## config.mk

```make
export PLATFORM = sky130hd
export DESIGN_NAME = boot_loader
export DESIGN_NICKNAME = d
export VERILOG_FILES = /design/src/rtl/boot_pkg.sv /design/src/rtl/boot_byte_mux.sv /design/src/rtl/boot_word_asm.sv /design/src/rtl/boot_loader.sv
export SDC_FILE = /design/constraint.sdc
export NUM_CORES = 1
export LEC_CHECK = 0
export BUFFER_PORTS_ARGS = -buffer_cell sky130_fd_sc_hd__buf_4
export CORE_UTILIZATION = 40
export DETAILED_ROUTE_END_ITERATION = 12
export GPL_TIMING_DRIVEN = 1
export PLACE_DENSITY_LB_ADDON = 0.05
export SETUP_SLACK_MARGIN = 0.02
export SLEW_MARGIN = 25
export SYNTH_ARGS = -nofsm -noshare
export SYNTH_HDL_FRONTEND = slang
export SYNTH_SLANG_ARGS = --single-unit
export TNS_END_PERCENT = 20
```

## constraint.sdc

```tcl
create_clock -name clk -period 2.7 [get_ports clk]
set_clock_uncertainty 0.15 [all_clocks]
set_input_delay 0.54 -clock clk [delete_from_list [all_inputs] [get_ports clk]]
set_output_delay 0.54 -clock clk [all_outputs]
set_load 0.005 [all_outputs]
```

## src/rtl/boot_pkg.sv

```systemverilog
package boot_pkg;
  typedef enum logic [1:0] {ST_CFG, ST_LOAD, ST_DONE, ST_ERR} boot_state_t;
  typedef enum logic [1:0] {W_COUNT, W_START, W_DATA} word_kind_t;
endpackage

```

## src/rtl/boot_byte_mux.sv

```systemverilog
module boot_byte_mux #(
  parameter int WORD_W = 16,
  parameter logic [WORD_W-1:0] PTR_INIT = 16'hC001
) (
  input  logic              clk,
  input  logic              rst_n,
  input  logic              en,
  input  logic              src_par,
  input  logic              mem_rd_ready,
  input  logic [WORD_W/2-1:0] mem_byte,
  input  logic              spi_valid,
  input  logic [WORD_W/2-1:0] spi_data,
  output logic              spi_ready,
  output logic              par_req,
  output logic [WORD_W-1:0] par_addr,
  output logic              byte_fire,
  output logic [WORD_W/2-1:0] byte_data
);
  assign spi_ready = en && !src_par;
  assign par_req   = en && src_par;
  assign byte_fire = src_par ? (par_req && mem_rd_ready) : (spi_valid && spi_ready);
  assign byte_data = src_par ? mem_byte : spi_data;

  always_ff @(posedge clk or negedge rst_n) begin
    if (!rst_n) par_addr <= PTR_INIT;
    else if (par_req && mem_rd_ready) par_addr <= par_addr + WORD_W'(1);
  end

  // never two sources at once
  a_r2_single_source: assert property (@(posedge clk) disable iff (!rst_n)
    !(spi_ready && par_req));
endmodule

```

## src/rtl/boot_word_asm.sv

```systemverilog
module boot_word_asm #(
  parameter int WORD_W = 16
) (
  input  logic                clk,
  input  logic                rst_n,
  input  logic                byte_fire,
  input  logic [WORD_W/2-1:0] byte_data,
  output logic                word_fire,
  output logic [WORD_W-1:0]   word
);
  logic                have_lo;
  logic [WORD_W/2-1:0] lo_q;

  assign word_fire = byte_fire && have_lo;
  assign word      = {byte_data, lo_q};

  always_ff @(posedge clk or negedge rst_n) begin
    if (!rst_n) begin
      have_lo <= 1'b0;
      lo_q    <= '0;
    end else if (byte_fire) begin
      have_lo <= !have_lo;
      if (!have_lo) lo_q <= byte_data;
    end
  end
endmodule

```

## src/rtl/boot_loader.sv

```systemverilog
module boot_loader #(
  parameter int WORD_W = 16,
  parameter logic [WORD_W-1:0] CFG_ADDR = 16'hC000,
  parameter int SRC_BIT = 15,
  parameter int INT_WORDS = 128
) (
  input  logic                clk,
  input  logic                rst_n,
  output logic                mem_rd_valid,
  output logic [WORD_W-1:0]   mem_rd_addr,
  input  logic                mem_rd_ready,
  input  logic [WORD_W-1:0]   mem_rd_data,
  input  logic                spi_valid,
  input  logic [WORD_W/2-1:0] spi_data,
  output logic                spi_ready,
  output logic                ram_we,
  output logic [WORD_W-1:0]   ram_addr,
  output logic [WORD_W-1:0]   ram_wdata,
  output logic                done,
  output logic                err,
  output logic [WORD_W-1:0]   jump_addr
);
  import boot_pkg::*;
  localparam int BYTE_W = WORD_W / 2;
  localparam logic [WORD_W-1:0] TOP_ADDR = '1;

  function automatic logic addr_ok(input logic [WORD_W-1:0] a);
    return (a < WORD_W'(INT_WORDS)) || a[WORD_W-1];
  endfunction

  boot_state_t       state;
  word_kind_t        kind;
  logic              src_par;
  logic [WORD_W-1:0] remaining, cur_addr, start_r, next_addr;
  logic              par_req, byte_fire, word_fire;
  logic [WORD_W-1:0] par_addr, word;
  logic [BYTE_W-1:0] byte_data;
  logic              unused_mem_bits;

  assign unused_mem_bits = ^mem_rd_data;
  assign next_addr = cur_addr + WORD_W'(1);

  boot_byte_mux #(.WORD_W(WORD_W), .PTR_INIT(CFG_ADDR + WORD_W'(1))) u_src (
    .clk(clk), .rst_n(rst_n), .en(state == ST_LOAD), .src_par(src_par),
    .mem_rd_ready(mem_rd_ready), .mem_byte(mem_rd_data[BYTE_W-1:0]),
    .spi_valid(spi_valid), .spi_data(spi_data), .spi_ready(spi_ready),
    .par_req(par_req), .par_addr(par_addr),
    .byte_fire(byte_fire), .byte_data(byte_data)
  );

  boot_word_asm #(.WORD_W(WORD_W)) u_asm (
    .clk(clk), .rst_n(rst_n), .byte_fire(byte_fire), .byte_data(byte_data),
    .word_fire(word_fire), .word(word)
  );

  assign mem_rd_valid = (state == ST_CFG) || par_req;
  assign mem_rd_addr  = (state == ST_CFG) ? CFG_ADDR : par_addr;
  assign done         = (state == ST_DONE);
  assign err          = (state == ST_ERR);
  assign jump_addr    = start_r;

  always_ff @(posedge clk or negedge rst_n) begin
    if (!rst_n) begin
      state     <= ST_CFG;
      kind      <= W_COUNT;
      src_par   <= 1'b0;
      remaining <= '0;
      cur_addr  <= '0;
      start_r   <= '0;
      ram_we    <= 1'b0;
      ram_addr  <= '0;
      ram_wdata <= '0;
    end else begin
      ram_we <= 1'b0;
      unique case (state)
        ST_CFG: if (mem_rd_ready) begin
          src_par <= mem_rd_data[SRC_BIT];
          state   <= ST_LOAD;
        end
        ST_LOAD: if (word_fire) begin
          unique case (kind)
            W_COUNT: begin
              remaining <= word;
              kind      <= W_START;
            end
            W_START: begin
              start_r  <= word;
              cur_addr <= word;
              kind     <= W_DATA;
              if (remaining == '0) state <= ST_DONE;
              else if (!addr_ok(word)) state <= ST_ERR;
            end
            default: begin
              ram_we    <= 1'b1;
              ram_addr  <= cur_addr;
              ram_wdata <= word;
              remaining <= remaining - WORD_W'(1);
              cur_addr  <= next_addr;
              if (remaining == WORD_W'(1)) state <= ST_DONE;
              else if (cur_addr == TOP_ADDR || !addr_ok(next_addr)) state <= ST_ERR;
            end
          endcase
        end
        default: ;
      endcase
    end
  end

  // every write lands in a loadable region
  a_r5_write_in_range: assert property (@(posedge clk) disable iff (!rst_n)
    ram_we |-> addr_ok(ram_addr));
  // error is sticky and silences the write port
  a_r9_err_sticky: assert property (@(posedge clk) disable iff (!rst_n)
    err |=> err && !ram_we);
  // completion and error exclude each other
  a_r9_done_err_excl: assert property (@(posedge clk) disable iff (!rst_n)
    !(done && err));
  // completion holds with a stable jump target
  a_r8_done_hold: assert property (@(posedge clk) disable iff (!rst_n)
    done |=> done && $stable(jump_addr) && !spi_ready && !mem_rd_valid);
  // no write after the cycle completion was reached
  a_r8_no_late_write: assert property (@(posedge clk) disable iff (!rst_n)
    done && $past(done) |-> !ram_we);
  // serial ready and memory request never overlap
  a_r2_port_excl: assert property (@(posedge clk) disable iff (!rst_n)
    !(spi_ready && mem_rd_valid));
endmodule

```

== Word level (Yosys, flattened, before mapping) ==
Index checks and enable logic that the tools add are counted.
Widths: inputs -> output; s select.
Word-level totals
  register bits after elaboration: 111
  bits in latches: 0
  memory bits (writable): 0
  bits in read-only memories: 0
  bits of input ports: 28
  logic and storage cells: 75
  memories kept: 0
Cells by class
  $add $sub $neg: 3
  multiply operators: 0
  divide/modulo/power cells: 0
  $lt $le $gt $ge: 2
  equal/unequal tests: 11
  shift operators: 0
  mux-type cells: 17
  bitwise operators: 4
  reduce and logical (&&, ||, !) cells: 26
Operators with widths (count)
  $pmux 16 s2: 2
  $add 16x1->16 const B: 2
  $lt 16x8->1 const B: 2
  $eq 16x1->1 const B: 1
  $eq 16x16->1 const B: 1
  $logic_not 16->1: 1
  $mux 16: 1
  $sub 16x1->16 const B: 1
  $reduce_and 3->1: 5
  $mux 2: 6
  $pmux 2 s2: 3
  $mux 8: 1
  $ne 4x4->1 const B: 2
  $reduce_and 6->1: 1
  $logic_and 1x1->1: 5
  $eq 2x1->1 const B: 2
  $eq 2x2->1 const B: 2
  $logic_not 2->1: 2
  $logic_or 1x1->1: 4
  $mux 1: 4
  $ne 2x2->1 const B: 2
  $not 1->1: 4
  $reduce_and 2->1: 2
  $reduce_bool 2->1: 2
  3 further kinds: 5

== Depth between registers and ports, before layout ==
  depth after elaboration: 10
  depth in mapped cells: 9

== Cells and area by module ==
From an unflattened synthesis, not the netlist that was laid out.
Second synthesis, totals
  cells, all modules: 532
  area, all modules: 5617.9 um^2
By module, submodules not included
  boot_loader: times used 1, cells an instance 425, area an instance 4302.9 um^2
  boot_byte_mux: times used 1, cells an instance 78, area an instance 868.3 um^2
  boot_word_asm: times used 1, cells an instance 29, area an instance 446.7 um^2

== Worst setup path after synthesis ==
No wires, ideal clock.
  kind: register to register
  from: reg remaining[0]
  to: reg state[0]
  setup time: 0.125 ns
  data arrival time: 1.910 ns
  data required time: 2.425 ns
  slack: 0.515 ns
  stages on the path, launching flop included: 9
  period minus slack after synthesis: 2.185 ns
  cell sequence: dfrtp_1 -> inv_1 -> ha_1 -> nor3b_2 -> nand4_1 -> a32oi_1 -> o211ai_1 -> a31oi_2 -> mux2_4
On the way
  word-level cells in the longest chain between the ends: 5
  elaborated cells on any way between the ends: 10
  classes of those cells: 3 x eq/ne; 5 x mux; 2 x reduce/logical
Ends and longest elaborated chain
  start, declared: line boot_loader.sv:34  | logic [WORD_W-1:0] remaining, cur_addr, start_r, next_addr;
  start signal, assigned: line boot_loader.sv:83  | remaining <= word;
  start signal, assigned: line boot_loader.sv:97  | remaining <= remaining - WORD_W'(1);
  $eq 16x1->1 / $logic_not 16->1 (equally long branches): line boot_loader.sv:99, boot_loader.sv:90
  $mux 2 (on tied branches): line boot_loader.sv:99, boot_loader.sv:90
  $pmux 2 s2: line boot_loader.sv:81  | unique case (kind)
  $mux 2: line boot_loader.sv:80  | ST_LOAD: if (word_fire) begin
  $pmux 2 s2: line boot_loader.sv:75  | unique case (state)
  end signal, assigned: line boot_loader.sv:78  | state <= ST_LOAD;
  end signal, assigned: line boot_loader.sv:99  | if (remaining == WORD_W'(1)) state <= ST_DONE;
  end signal, assigned: line boot_loader.sv:100  | else if (cur_addr == TOP_ADDR || !addr_ok(next_addr)) state <= ST_ERR;
  end, declared: line boot_loader.sv:31  | boot_state_t state;
Several ways; a longest one is shown, not always the timed one. The select of a mux whose other input is x is not followed.
A chain may end at the register's enable or synchronous reset.

== Worst setup path in the final report ==
  from: reg remaining[12]
  to: reg state[0]
Same word-level chain as after synthesis.

==> summary.txt <==
Status = completed
Sequential area share after synthesis = 49.9%
Routed len/inst = 17.2 µm
Min Hold Slack = 0.0278 ns
GRT Resource Usage Total = 21.6%
RSZ-0062 raised after global routing = false
Initial antenna violation count = 0
Reg power frac = 42.2%
Worst skew pair latency = 0.36 ns
Setup TNS Final = 0 ns
Synth Warn # = 0
CTS Buf Count = 9
Post-Syn Area per Cell = 9.69 µm²
Post-layout power = 7.26 mW
CTS tree = done
Final period utilization = 88.6%
Slowest cell on crit path = dfrtp_1
Routed WL = 14.7 mm
FF-to-FF Start = remaining[12]
Largest family of logic cells by synthesized area = simple AND/OR/NAND/NOR gates
Final setup viols = 0
Max-slew headroom = 38.1%
Peak VDD IR = 0.000488 V
Yosys top cell by area = dfrtp_1
Slowest cell delay on critical path = 0.47 ns
Post-Syn Instances = 575
Hpwl dp = 10.7 mm
Vias per cell = 5.46
Worst setup EP type = register
Clock power share = 19.1%
Post-synthesis simple-gate area fraction = 21.0%
# Post-CTS Setup Buffers = 0
Routability cong. = 0.860
H-tree depth = 3
Initial Utilization = 41.6%
Area grow syn2layout = 23.1%
Internal cell power = 4.44 mW
Worst slew pin tran = 0.924 ns
Critical path class = register to register
I/O Pins = 97
Mapped Nets = 607
Layout fillers = 1249
Clock root buffer = clkbuf_16
Floorplan Core Area = 13400 µm²
Die area = 14400 µm²
IO Port Bufs = 89
Fraction of layout cells with a size suffix above 1 = 27.3%
Die Y-Extent = 120 µm
Dpl ws = 0.267 ns
Global-route wire length before repair = 23.8 mm
Main flop type after synthesis = dfrtp_1
Mux cell area share after synthesis = 8.13%
PD cells = 1060 nW/µm²
Clk pin slew, worst setup/hold paths = 0.08 ns
WP data arrival = 2.49 ns
Hold_buf cts = 0
Cell area after synthesis = 5570 µm²
Combinational power share = 38.7%
DRT iter0 DRCs = 301
CP Launch Type = register
Ant. Diodes = 0
Vias in the first global route = 4373
Post-synth EDFFs = 0
Pre-antenna DRT Iters = 4
Grt total ovfl = 0
Max FO, Critical Path = 8
R2R setup slack = 0.31 ns
Final Hold Fails = 0
Post-route minimum period = 2.39 ns
Synth Area in XOR/XNOR = 2.99%
Reg2reg end = state[0]
Critical Path, Cell by Cell = nor4_1, nand4_1, a32oi_1, o211ai_1, a31oi_2, mux2_4
Crit-path leading delay family = simple AND/OR/NAND/NOR gates
P_leak = 3.14 nW
Max-slew violations = 0
Hold Crit Class = input port to asynchronous set/reset pin
Setup ws final = 0.309 ns
Largest net degree at the start of global routing = 48
Fmax = 0.418 GHz
FF-to-FF path depth = 6
DRC violations left = 0
CTS max path bufs = 2
Buf+Inv Stages, Crit Path = 0
Final nets = 705
Ys async rst share = 100%
Switching share of total power = 38.9%
Sw Pwr = 2.82 mW
Clock Sinks = 111
Register bit total from synthesis = 111
Cell row count = 42
Post-synth cell types = 63
Via count = 4662
DRT antenna net count = 0
Die X = 120 µm
Synth top area share = 48.5%
Resized cells post-CTS = 0
Synth Area in Compound Gates = 14.0%
Fin util = 51.2%
Required time of the worst setup path = 2.80 ns
Synth area leaders = dfrtp_1 48%, mux2_2 6.1%, nand2_1 4.6%
Synth Area in Adders = 0.898%
Maxcap violations = 0
## routing by layer
metal  track usage [%]  vias up  share of wire (%)
met1              31.1     2285                 48
met5                 0        -                  0
met2              32.8      126                 45
met4              5.86        0                1.3
met3              4.42       16                5.6
li1                  -     2235                  -
## final cells by class
| class | count | area [µm²] | share of cell area [%] |
|---|---|---|---|
| sequential | 111 | 2780 | 40.6 |
| multi-input combinational | 427 | 2620 | 38.2 |
| timing repair buffer | 117 | 903 | 13.2 |
| clock buffer | 9 | 225 | 3.28 |
| tap | 176 | 220 | 3.21 |
| clock inverter | 7 | 81.3 | 1.19 |
| inverter | 7 | 26.3 | 0.383 |
## synth_stat cells (all sizes together) (13+ instances only)
library cell and count:
a21oi 50, buf 17, clkbuf 13, dfrtp 108, mux2 31, nand2 70
nand3 20, nand4 15, nor2 59, nor2b 16, o21ai 47, xnor2 14
## through the flow
stage	cell area [µm²]	std cells
2_1_floorplan	5570	575
3_3_place_gp	6550	838
3_5_place_dp	6550	838
4_1_cts	6860	854
5_1_grt	6860	854
6_report	6860	854
## kinds of logic after synthesis
family                   count (synthesis)
AND/OR/NAND/NOR                        228
XOR/XNOR                                19
adder cells (fa/ha/maj)                  4
buffers and inverters                   37
multiplexers                            41
flip-flops                             111
AO/OA/AOI/OAI                          135
## registers in the layout (all words and copies together), names as in the netlist
register        flops
ram_we              1
kind                2
u_asm.lo_q          8
src_par             1
remaining          16
u_asm.have_lo       1
ram_wdata          16
jump_addr          16
ram_addr           16
u_src.par_addr     16
cur_addr           16
state               2
## worst max path at each step
stage                  start        to  slack (ns)  cells past startpoint
2_1_floorplan   remaining[0]  state[0]        0.52                      8
3_3_place_gp     spi_data[5]  state[0]        0.25                      7
3_5_place_dp     spi_data[5]  state[0]        0.27                      7
4_1_cts        remaining[12]  state[0]        0.27                      6
5_1_grt         remaining[8]  state[0]        0.17                      6
6_report       remaining[12]  state[0]        0.31                      6
## cells in the final DEF (no fill, tap or decap), types with 16 or more instances in the layout
cell and instances:
o21ai_0 47, nand2_1 69, nand3_1 19, mux2_2 30, dfrtp_1 108, nor2b_1 16, buf_4 115, nor2_1 58
a21oi_1 50
## power by group through the flow
stage,clock [mW],sequential (mW),combinational (mW)
2_1_floorplan,0,2.82,1.71
3_3_place_gp,0,3.07,2.77
3_5_place_dp,0,3.10,2.83
4_1_cts,1.42,3.07,2.83
5_1_grt,1.50,3.18,3.12
6_report,1.39,3.07,2.81
(Power assumes the default switching activity.)
